--- config.mk ---
export PLATFORM = sky130hd
export DESIGN_NAME = load_wait_unit
export DESIGN_NICKNAME = d
export VERILOG_FILES = /design/src/rtl/lwu_pkg.sv /design/src/rtl/lwu_wave_ctr.sv /design/src/rtl/lwu_wait_cmp.sv /design/src/rtl/load_wait_unit.sv
export SDC_FILE = /design/constraint.sdc
export NUM_CORES = 1
export LEC_CHECK = 0
export BUFFER_PORTS_ARGS = -buffer_cell sky130_fd_sc_hd__buf_2
export CAP_MARGIN = 20
export CORE_ASPECT_RATIO = 1.4
export CORE_MARGIN = 5
export CORE_UTILIZATION = 40
export DETAILED_ROUTE_END_ITERATION = 16
export PLACE_DENSITY = 0.64
export SYNTH_ARGS = -nofsm -noshare
export SYNTH_HDL_FRONTEND = slang
export SYNTH_SLANG_ARGS = --single-unit
--- constraint.sdc ---
create_clock -name clk -period 4.1 [get_ports clk]
set_input_delay 0.615 -clock clk [delete_from_list [all_inputs] [get_ports clk]]
set_output_delay 0.615 -clock clk [all_outputs]
set_load 0.005 [all_outputs]
--- src/rtl/lwu_pkg.sv ---
package lwu_pkg;

  parameter int LWU_NUM_WAVES = 4;
  parameter int LWU_CNT_MAX   = 15;

  // Next count from the current count and the accepted increment/decrement.
  function automatic int unsigned lwu_step(input int unsigned cur,
                                           input logic inc_take,
                                           input logic dec_take);
    int unsigned nxt;
    nxt = cur;
    if (inc_take && !dec_take) nxt = cur + 1;
    if (dec_take && !inc_take) nxt = cur - 1;
    return nxt;
  endfunction

endpackage

--- src/rtl/lwu_wave_ctr.sv ---
module lwu_wave_ctr #(
  parameter int CNT_MAX = 15,
  parameter int CNT_W   = $clog2(CNT_MAX + 1)
) (
  input  logic             clk,
  input  logic             rst_n,
  input  logic             inc_req,
  input  logic             dec_req,
  output logic [CNT_W-1:0] cnt_o,
  output logic             dec_take_o,
  output logic             inc_block_o
);
  import lwu_pkg::*;

  localparam logic [CNT_W-1:0] SAT_VAL = CNT_W'(CNT_MAX);

  logic [CNT_W-1:0] cnt_q;
  logic [CNT_W-1:0] cnt_d;
  logic             is_zero;
  logic             is_sat;
  logic             dec_take;
  logic             inc_take;

  assign is_zero  = (cnt_q == '0);
  assign is_sat   = (cnt_q == SAT_VAL);
  // A return with nothing outstanding is dropped.
  assign dec_take = dec_req && !is_zero;
  // A saturated counter only accepts an issue when a return frees a slot.
  assign inc_take = inc_req && (!is_sat || dec_take);

  always_comb begin
    cnt_d = CNT_W'(lwu_step(int'(cnt_q), inc_take, dec_take));
  end

  always_ff @(posedge clk or negedge rst_n) begin
    if (!rst_n) cnt_q <= '0;
    else        cnt_q <= cnt_d;
  end

  assign cnt_o       = cnt_q;
  assign dec_take_o  = dec_take;
  assign inc_block_o = inc_req && !inc_take;

  AST_CNT_BOUND: assert property (@(posedge clk) disable iff (!rst_n)
    cnt_q <= SAT_VAL);
  AST_INC_STEP: assert property (@(posedge clk) disable iff (!rst_n)
    (inc_req && !dec_req && !is_sat) |=> (cnt_q - $past(cnt_q)) == CNT_W'(1));
  AST_DEC_STEP: assert property (@(posedge clk) disable iff (!rst_n)
    (dec_req && !inc_req && !is_zero) |=> ($past(cnt_q) - cnt_q) == CNT_W'(1));
  AST_BOTH_HOLD: assert property (@(posedge clk) disable iff (!rst_n)
    (inc_req && dec_req && !is_zero) |=> $stable(cnt_q));
  AST_ZERO_RET: assert property (@(posedge clk) disable iff (!rst_n)
    (dec_req && !inc_req && is_zero) |=> cnt_q == '0);
  AST_SAT_HOLD: assert property (@(posedge clk) disable iff (!rst_n)
    (inc_req && !dec_req && is_sat) |=> $stable(cnt_q));

endmodule

--- src/rtl/lwu_wait_cmp.sv ---
module lwu_wait_cmp #(
  parameter int CNT_W = 4
) (
  input  logic             wait_hit,
  input  logic [CNT_W-1:0] cnt,
  input  logic             dec_take,
  input  logic [CNT_W-1:0] limit,
  input  logic             issue_blocked,
  output logic             stall_o
);
  logic [CNT_W-1:0] eff_cnt;
  logic             wait_unmet;

  // The count after this cycle's accepted return is what the wait sees.
  assign eff_cnt    = cnt - CNT_W'(dec_take);
  assign wait_unmet = wait_hit && (eff_cnt > limit);
  assign stall_o    = wait_unmet || issue_blocked;

endmodule

--- src/rtl/load_wait_unit.sv ---
module load_wait_unit #(
  parameter int NUM_WAVES = lwu_pkg::LWU_NUM_WAVES,
  parameter int CNT_MAX   = lwu_pkg::LWU_CNT_MAX,
  parameter int WAVE_W    = $clog2(NUM_WAVES),
  parameter int CNT_W     = $clog2(CNT_MAX + 1)
) (
  input  logic                 clk,
  input  logic                 rst_n,
  input  logic                 ld_issue_valid,
  input  logic [WAVE_W-1:0]    ld_issue_wave,
  input  logic                 ld_ret_valid,
  input  logic [WAVE_W-1:0]    ld_ret_wave,
  input  logic                 wt_valid,
  input  logic [WAVE_W-1:0]    wt_wave,
  input  logic [CNT_W-1:0]     wt_limit,
  output logic [NUM_WAVES-1:0] stall
);

  for (genvar w = 0; w < NUM_WAVES; w++) begin : g_wave
    logic             inc_req;
    logic             dec_req;
    logic             wait_hit;
    logic [CNT_W-1:0] cnt;
    logic             dec_take;
    logic             inc_block;

    assign inc_req  = ld_issue_valid && (ld_issue_wave == WAVE_W'(w));
    assign dec_req  = ld_ret_valid   && (ld_ret_wave   == WAVE_W'(w));
    assign wait_hit = wt_valid       && (wt_wave       == WAVE_W'(w));

    lwu_wave_ctr #(
      .CNT_MAX (CNT_MAX),
      .CNT_W   (CNT_W)
    ) ctr_i (
      .clk         (clk),
      .rst_n       (rst_n),
      .inc_req     (inc_req),
      .dec_req     (dec_req),
      .cnt_o       (cnt),
      .dec_take_o  (dec_take),
      .inc_block_o (inc_block)
    );

    lwu_wait_cmp #(
      .CNT_W (CNT_W)
    ) cmp_i (
      .wait_hit      (wait_hit),
      .cnt           (cnt),
      .dec_take      (dec_take),
      .limit         (wt_limit),
      .issue_blocked (inc_block),
      .stall_o       (stall[w])
    );

    AST_STALL_SOURCE: assert property (@(posedge clk) disable iff (!rst_n)
      stall[w] |-> (wait_hit || inc_req));
    AST_ZERO_LIMIT_FREE: assert property (@(posedge clk) disable iff (!rst_n)
      (wait_hit && !inc_req && cnt == '0) |-> !stall[w]);
  end

endmodule

Word level (Yosys, flattened, before mapping)
Index checks and enable logic that the tools add are counted.
- bits in registers: 16
- input port bits: 15
- output and inout bits: 4
- logic and storage cells: 112
- add/sub/neg operators: 12
- magnitude comparators: 4
- equality and inequality tests: 13
- multiplexer cells: 8
- reductions and logical operators: 71
- operators with widths (cell ; count):
    $logic_and A1 B1 Y1 ; 36
    $mux W4 ; 8
    $add A4 B1 Y4 const B ; 4
    $eq A4 B4 Y1 const B ; 4
    $gt A4 B4 Y1 ; 4
    $logic_not A1 Y1 ; 16
    $logic_not A4 Y1 ; 4
    $sub A4 B1 Y4 ; 4
    $sub A4 B1 Y4 const B ; 4
    $eq A2 B2 Y1 const B ; 6
    $logic_or A1 B1 Y1 ; 8
    $reduce_bool A2 Y1 ; 4
    $eq A2 B1 Y1 const B ; 3
    $logic_not A2 Y1 ; 3

Logic depth before layout (Yosys ltp)
Gate-level depths: netlist (run 1).
- depth after elaboration: 8
- mapped depth: 13

Hierarchy
Synthesis (run 1) repeated with hierarchy kept, for this count alone.
- cell total of the unflattened synthesis: 208
- area total of the unflattened synthesis: 1919.3 um^2
- by module, submodules not included (module ; instances ; cells each ; area each (um^2) ; sequential area each (um^2)):
    lwu_wave_ctr ; 4 ; 27 ; 291.5 ; 100.1
    lwu_wait_cmp ; 4 ; 22 ; 160.2 ; 0.0
    load_wait_unit ; 1 ; 12 ; 112.6 ; 0.0

Worst setup path after synthesis (run 1)
Ideal clock, no wire load.
- path kind: register to output
- start: register g_wave[1].ctr_i.cnt_q[2]
- end: output stall[1]
- arrival time: 2599 ps
- setup slack: 886 ps
- stages on the path, launching flop included: 13
- buffers on the path: 1
- cell sequence: dfrtp_1 > or3_1 > o21a_4 > ha_1 > ha_1 > inv_1 > ha_1 > nor2b_1 > o21a_1 > o21a_1 > o2111ai_1 > o41ai_1 > buf_4
- word-level cells in the longest chain between the ends: 8
- RTL lines (item ; RTL line ; source):
    start: declaration ; lwu_wave_ctr.sv:17 ; logic [CNT_W-1:0] cnt_q;
    start signal: assignment ; lwu_wave_ctr.sv:37 ; else cnt_q <= cnt_d;
    branches (longest 7 deep; another with $sub A4 B1 Y4) ; -- ;
    $logic_or A1 B1 Y1 (*) ; lwu_wait_cmp.sv:17 ; assign stall_o = wait_unmet || issue_blocked;
    end: declaration ; load_wait_unit.sv:16 ; output logic [NUM_WAVES-1:0] stall
Mark *: on every way between the ends.

Worst setup path after layout (run 1)
Ends and elaborated chain as after synthesis.

==> metrics.yaml, run 1 <==
outcome: "finished, final reports clean"
crit_top_cell: "ha_1"
vias: 1532
clk_pin_slew_ps: 70
ys_seq_area_share_pct: 20.8
grt_max_degree: 17
power_frac_comb_pct: 58.1
holdCritPathClass: "primary input to async pin"
ctsResizeCount: 0
skew_ps: 1.52
first_iter_violations: 58
final_cells: 290
synth-simple-area-share_pct: 17.5
die_x_um: 68.6
critPathLaunchType: "register"
finish.utilization_pct: 44.4
worstSetupEndpointType: "output port"
crit_chain: "or3_1, o21a_4, ha_1, ha_1, inv_1, ha_1, nor2b_1, o21a_1, o21a_1, o2111ai_1, o41ai_1, buf_2"
most-common-layout-cells: "ha_1, inv_1, buf_2"
areaGrowthSynthToFinish_pct: 10.1
post_synth_xor_area_fraction_pct: 7.74
synth-main-ff-cell: "dfrtp_1"
async_flop_share_pct: 100
largest_reg_flops: 16
layout_commonest_cell: "ha_1"
period_needed_ps: 3680
p_leak_nw: 1.03
p_clk_share_pct: 12.3
yosysWarnings: 0
required_ps: 3480
die_area_um2: 6310
remaining_drc_errors: 0
post_dp_cell_area_um2: 2060
max_freq_mhz: 272
grtUsageTotal_pct: 13.7
synth_fa_ha_area_share_pct: 25.0
synth_edf_count: 0
initial_core_util_pct: 40.3
diodes: 0
cts_tree: "built"
h-tree-depth: 1
wirelength_um: 3920
cts_buffers: 3
rsz0062_at_grt: "no"
arrival_ps: 3060
layout-drive-gt1-share_pct: 15.9
synth_seq_cells: 16
portBuffers: 18
sw_frac_of_total_pct: 44.3
synth_cell_types: 46
rows: 30
tightest_slew_ps: 405
synth_top_family_by_area: "adder cells"
hpwl_um: 3210
antenna_left: 0
post_cts_buffers: 0
die_h_um: 92.0
syn_nets: 259
post-route-period-util_pct: 89.6
clkLatencyLatePin_ps: 260
pwr-share-seq_pct: 29.6
intPower_mw: 0.676
maxSlewHeadroom_pct: 73.0
vdd_drop_max_mv: 0.169
io_pins: 19
fin_ws_ps: 425
max_stage_delay_ps: 440
maxCapViolations: 0
hold_violations: 0
report.final.slew_viol_count: 0
core_um2: 4770
grt_overflow: 0
synth.avg_cell_area_um2: 9.25
critPathKind: "register to output port"
grt_pass1_wl_um: 6660
place_congestion: 0.819
wl_per_cell_um: 13.5
viasPerCell: 5.28
crit_buf_inv: 2
critPathTopFamily: "compound AO/OA/AOI/OAI gates"
netlist_area_um2: 1920
synth_mux_area_share_pct: 6.18
dp_cells: 286
postLayoutCellArea_um2: 2120
setup_violations: 0
root_buffer: "clkbuf_8"
firstDrtPassIters: 4
grt_pass1_vias: 1526
fillers: 485
hold_buffers: 0
preCtsSetupSlack_ps: 670
synth_cells: 208
path_max_fanout: 7
power_density_nw_per_um2: 573
nets: 278
synth-compound-area-share_pct: 16.5
multi_input_area_um2: 1400
critPathSlowestCell: "dfrtp_1"
ff_latch_area_um2: 400
cts_buffer_depth: 2
tns_ps: 0
antenna_found_initial: 0
p_switching_mw: 0.537
clock_sinks: 16
-- worst register-to-register path: cells and delay by family, from the launching register on --
family	cells	cell delay [ps]
buffers and inverters	1	80
DFF	1	440
AOI/OAI and AO/OA	5	850
adders and majority gates	1	270
and+or+nand+nor	3	760
-- cells in the mapped netlist, types with 2 or more instances --
| cell | number | share of area, % |
|---|---|---|
| ha_1 | 32 | 21 |
| inv_1 | 24 | 4.7 |
| dfrtp_1 | 16 | 21 |
| nand2_1 | 13 | 2.5 |
| xnor2_1 | 13 | 5.9 |
| a21oi_1 | 11 | 2.9 |
| o21ai_0 | 9 | 2.3 |
| mux2i_1 | 7 | 3.6 |
| nand3_1 | 6 | 1.6 |
| nand4_1 | 5 | 1.6 |
| nor2_1 | 5 | 0.98 |
| nor2b_1 | 5 | 1.6 |
| buf_4 | 4 | 1.6 |
| fa_1 | 4 | 4.2 |
| xor2_1 | 4 | 1.8 |
| a21o_1 | 3 | 1.2 |
| mux2_2 | 3 | 1.8 |
| nand2b_1 | 3 | 0.98 |
| nor3_1 | 3 | 0.78 |
| nor3b_1 | 3 | 1.2 |
| o21a_1 | 3 | 1.2 |
| or3_1 | 3 | 0.98 |
| a211oi_1 | 2 | 0.78 |
| a221oi_2 | 2 | 1.6 |
| and3b_2 | 2 | 1.0 |
| nand3b_1 | 2 | 0.78 |
| nand4b_1 | 2 | 0.91 |
-- kinds of logic after synthesis --
family | after synthesis
AO/OA/AOI/OAI | 42
adder cells (fa/ha/maj) | 36
multiplexers | 11
flip-flops | 16
buffers and inverters | 28
AND/OR/NAND/NOR | 58
XOR/XNOR | 17
-- per-layer routing --
layer / part of all wire, % / wire, µm / GRT usage, %
met4: 2.2 / 87 / 5.97
met3: 4.1 / 160 / 1.35
met2: 48 / 1880 / 22.2
met1: 46 / 1800 / 17.7
met5: 0 / 0 / 0
-- area by class of cell --
cell class,count,share of cell area [%]
multi-input cells,164,66.2
repair buffers,18,4.25
flip-flops and latches,16,18.9
well taps,64,3.78
clock buffers,4,2.60
inverters,24,4.25
-- power groups by stage --
stage / combinational (mW) / sequential, mW / clock [mW]
after floorplan: 0.589 / 0.331 / 0
after detailed placement: 0.713 / 0.361 / 0
after global routing: 0.823 / 0.377 / 0.154
after global placement: 0.699 / 0.361 / 0
after CTS: 0.716 / 0.359 / 0.150
final: 0.705 / 0.360 / 0.149
-- worst paths after layout --
kind	from	endpoint	slack, ps	cells after the start
max	g_wave[1].ctr_i.cnt_o[2]	stall[1]	420	12
min	rst_n	g_wave[2].ctr_i.cnt_o[2]	270	1
max reg2reg	g_wave[1].ctr_i.cnt_o[2]	g_wave[1].ctr_i.cnt_o[3]	1600	10
min reg2reg	g_wave[2].ctr_i.cnt_o[0]	g_wave[2].ctr_i.cnt_o[0]	540	1
max in group asynchronous	rst_n	g_wave[1].ctr_i.cnt_o[2]	3540	1
min in group clk	g_wave[2].ctr_i.cnt_o[0]	g_wave[2].ctr_i.cnt_o[0]	540	1
-- stage by stage --
| step | total power [mW] | hold WS (ps) |
|---|---|---|
| 2_1_floorplan | 0.919 | 319 |
| 3_3_place_gp | 1.06 | 521 |
| 3_5_place_dp | 1.07 | 531 |
| 4_1_cts | 1.23 | 290 |
| 5_1_grt | 1.35 | 307 |
| 6_report | 1.21 | 273 |
Note: power is estimated with default switching activity, not from simulation.
==> run 2, diff against run 1 <==
--- a/config.mk
+++ b/config.mk
@@ -11,7 +11,7 @@
 export CORE_MARGIN = 5
 export CORE_UTILIZATION = 40
 export DETAILED_ROUTE_END_ITERATION = 16
-export PLACE_DENSITY = 0.64
+export PLACE_DENSITY = 0.66
 export SYNTH_ARGS = -nofsm -noshare
 export SYNTH_HDL_FRONTEND = slang
 export SYNTH_SLANG_ARGS = --single-unit
==> constraint.sdc (replaced) <==
create_clock -name clk -period 2.95 [get_ports clk]
set_input_delay 0.4425 -clock clk [delete_from_list [all_inputs] [get_ports clk]]
set_output_delay 0.4425 -clock clk [all_outputs]
set_load 0.005 [all_outputs]
==> metrics.yaml, run 2 (synthesis results as in run 1) <==
outcome: "finished with violations"
violations: "negative setup slack"
critPathLaunchType: "register"
clock_sinks: 16
cts_tree: "built"
die_h_um: 92.0
dp_cells: 306
die_area_um2: 6310
place_congestion: 0.817
cts_buffer_depth: 2
layout-drive-gt1-share_pct: 36.4
grt_pass1_wl_um: 7390
areaGrowthSynthToFinish_pct: 31.6
antenna_left: 0
wl_per_cell_um: 14.3
diodes: 0
critPathKind: "register to output port"
remaining_drc_errors: 0
cts_buffers: 3
grtUsageTotal_pct: 15.3
finalPower_mw: 2.04
holdCritPathClass: "primary input to async pin"
max_freq_mhz: 311
maxCapViolations: 0
first_iter_violations: 40
arrival_ps: 2770
max_stage_delay_ps: 390
postLayoutCellArea_um2: 2530
tns_ps: -599
grt_overflow: 0
wirelength_um: 4650
hpwl_um: 3530
die_x_um: 68.6
nets: 314
path_max_fanout: 2
critPathSlowestCell: "or3_4"
fin_ws_ps: -265
setup_violations: 3
root_buffer: "clkbuf_8"
period_needed_ps: 3210
antenna_found_initial: 0
hold_violations: 0
multi_input_area_um2: 1560
maxSlewHeadroom_pct: 72.2
required_ps: 2510
worstSetupEndpointType: "output port"
grt_pass1_vias: 1731
largest_reg_flops: 16
fillers: 441
rsz0062_at_grt: "yes"
vias: 1692
skew_ps: 0.338
portBuffers: 18
rows: 30
p_leak_nw: 1.21
viasPerCell: 5.21
post_dp_cell_area_um2: 2260
vdd_drop_max_mv: 0.410
layout_commonest_cell: "buf_4"
tightest_slew_ps: 417
report.final.slew_viol_count: 0
crit_top_cell: "ha_4"
io_pins: 19
h-tree-depth: 1
most-common-layout-cells: "buf_4, ha_1, inv_1"
initial_core_util_pct: 40.3
core_um2: 4770
clk_pin_slew_ps: 70
firstDrtPassIters: 4
power_density_nw_per_um2: 807
grt_max_degree: 17
hold_buffers: 0
final_cells: 325
ff_latch_area_um2: 402
crit_chain: "or3_4, o21a_4, ha_4, ha_4, inv_2, ha_4, nor2b_1, o21a_1, o21a_1, o2111ai_2, o41ai_2, buf_2"
clkLatencyLatePin_ps: 250
post-route-period-util_pct: 109
[run 2: cell types whose count changed in the layout (fill, tap and decap cells not counted), sizes merged]
cell,previous run,this run
buf,18,54
clkbuf,4,3
[run 2: path summary, 6_finish.rpt]
path	from	endpoint	slack (ps)	cells past startpoint
hold / removal	rst_n	g_wave[0].ctr_i.cnt_o[0]	100	1
setup reg to reg	g_wave[0].ctr_i.cnt_o[3]	g_wave[0].ctr_i.cnt_o[2]	180	14
setup / recovery	g_wave[1].ctr_i.cnt_o[2]	stall[1]	-260	12
hold reg to reg	g_wave[2].ctr_i.cnt_o[3]	g_wave[2].ctr_i.cnt_o[3]	600	2
min in group clk	g_wave[2].ctr_i.cnt_o[3]	g_wave[2].ctr_i.cnt_o[3]	600	2
max in group asynchronous	rst_n	g_wave[3].ctr_i.cnt_o[1]	2550	1
[run 2: repair_timing]
action                     in CTS  in global routing
buffers inserted               10                  6
gates resized for setup        13                 14
pin swaps                      11                  8
setup endpoints to repair       4                  5
[run 2: layout make-up]
class | instances | area share, %
clock buffer | 3 | 1.63
inverter | 24 | 3.56
multi-input combinational | 164 | 61.5
sequential | 16 | 15.9
tap | 64 | 3.16
timing repair buffer | 54 | 14.2
[run 2: power by group]
group          switching, mW  leakage (nW)  internal [mW]
Combinational          0.710          1.01          0.735
Clock                 0.0836        0.0216         0.0909
Sequential            0.0882         0.186          0.336
Total                  0.882          1.21           1.16
[run 2: metal layers]
layer	vias up	global-route usage (%)	part of all wire [%]
li1	854	-	-
met1	806	16.4	37
met2	23	28.6	58
met3	9	2.57	3.2
met4	0	4.81	1.6
met5	-	0	0
[run 2: critical path, delay by kind of cell (launching register included)]
family / cells / cell delay [ps]
AOI/OAI and AO/OA: 5 / 840
and+or+nand+nor: 2 / 510
buffers and inverters: 2 / 170
adders and majority gates: 3 / 620
DFF: 1 / 380
[run 2: stage by stage]
stage	util [%]	hold slack [ps]	worst slack (ps)
after floorplan	-	147	-46.2
after global placement	47.3	393	-41.2
after detailed placement	47.3	394	-110
after CTS	50.8	116	-273
after global routing	53.1	125	-349
final	53.1	102	-265
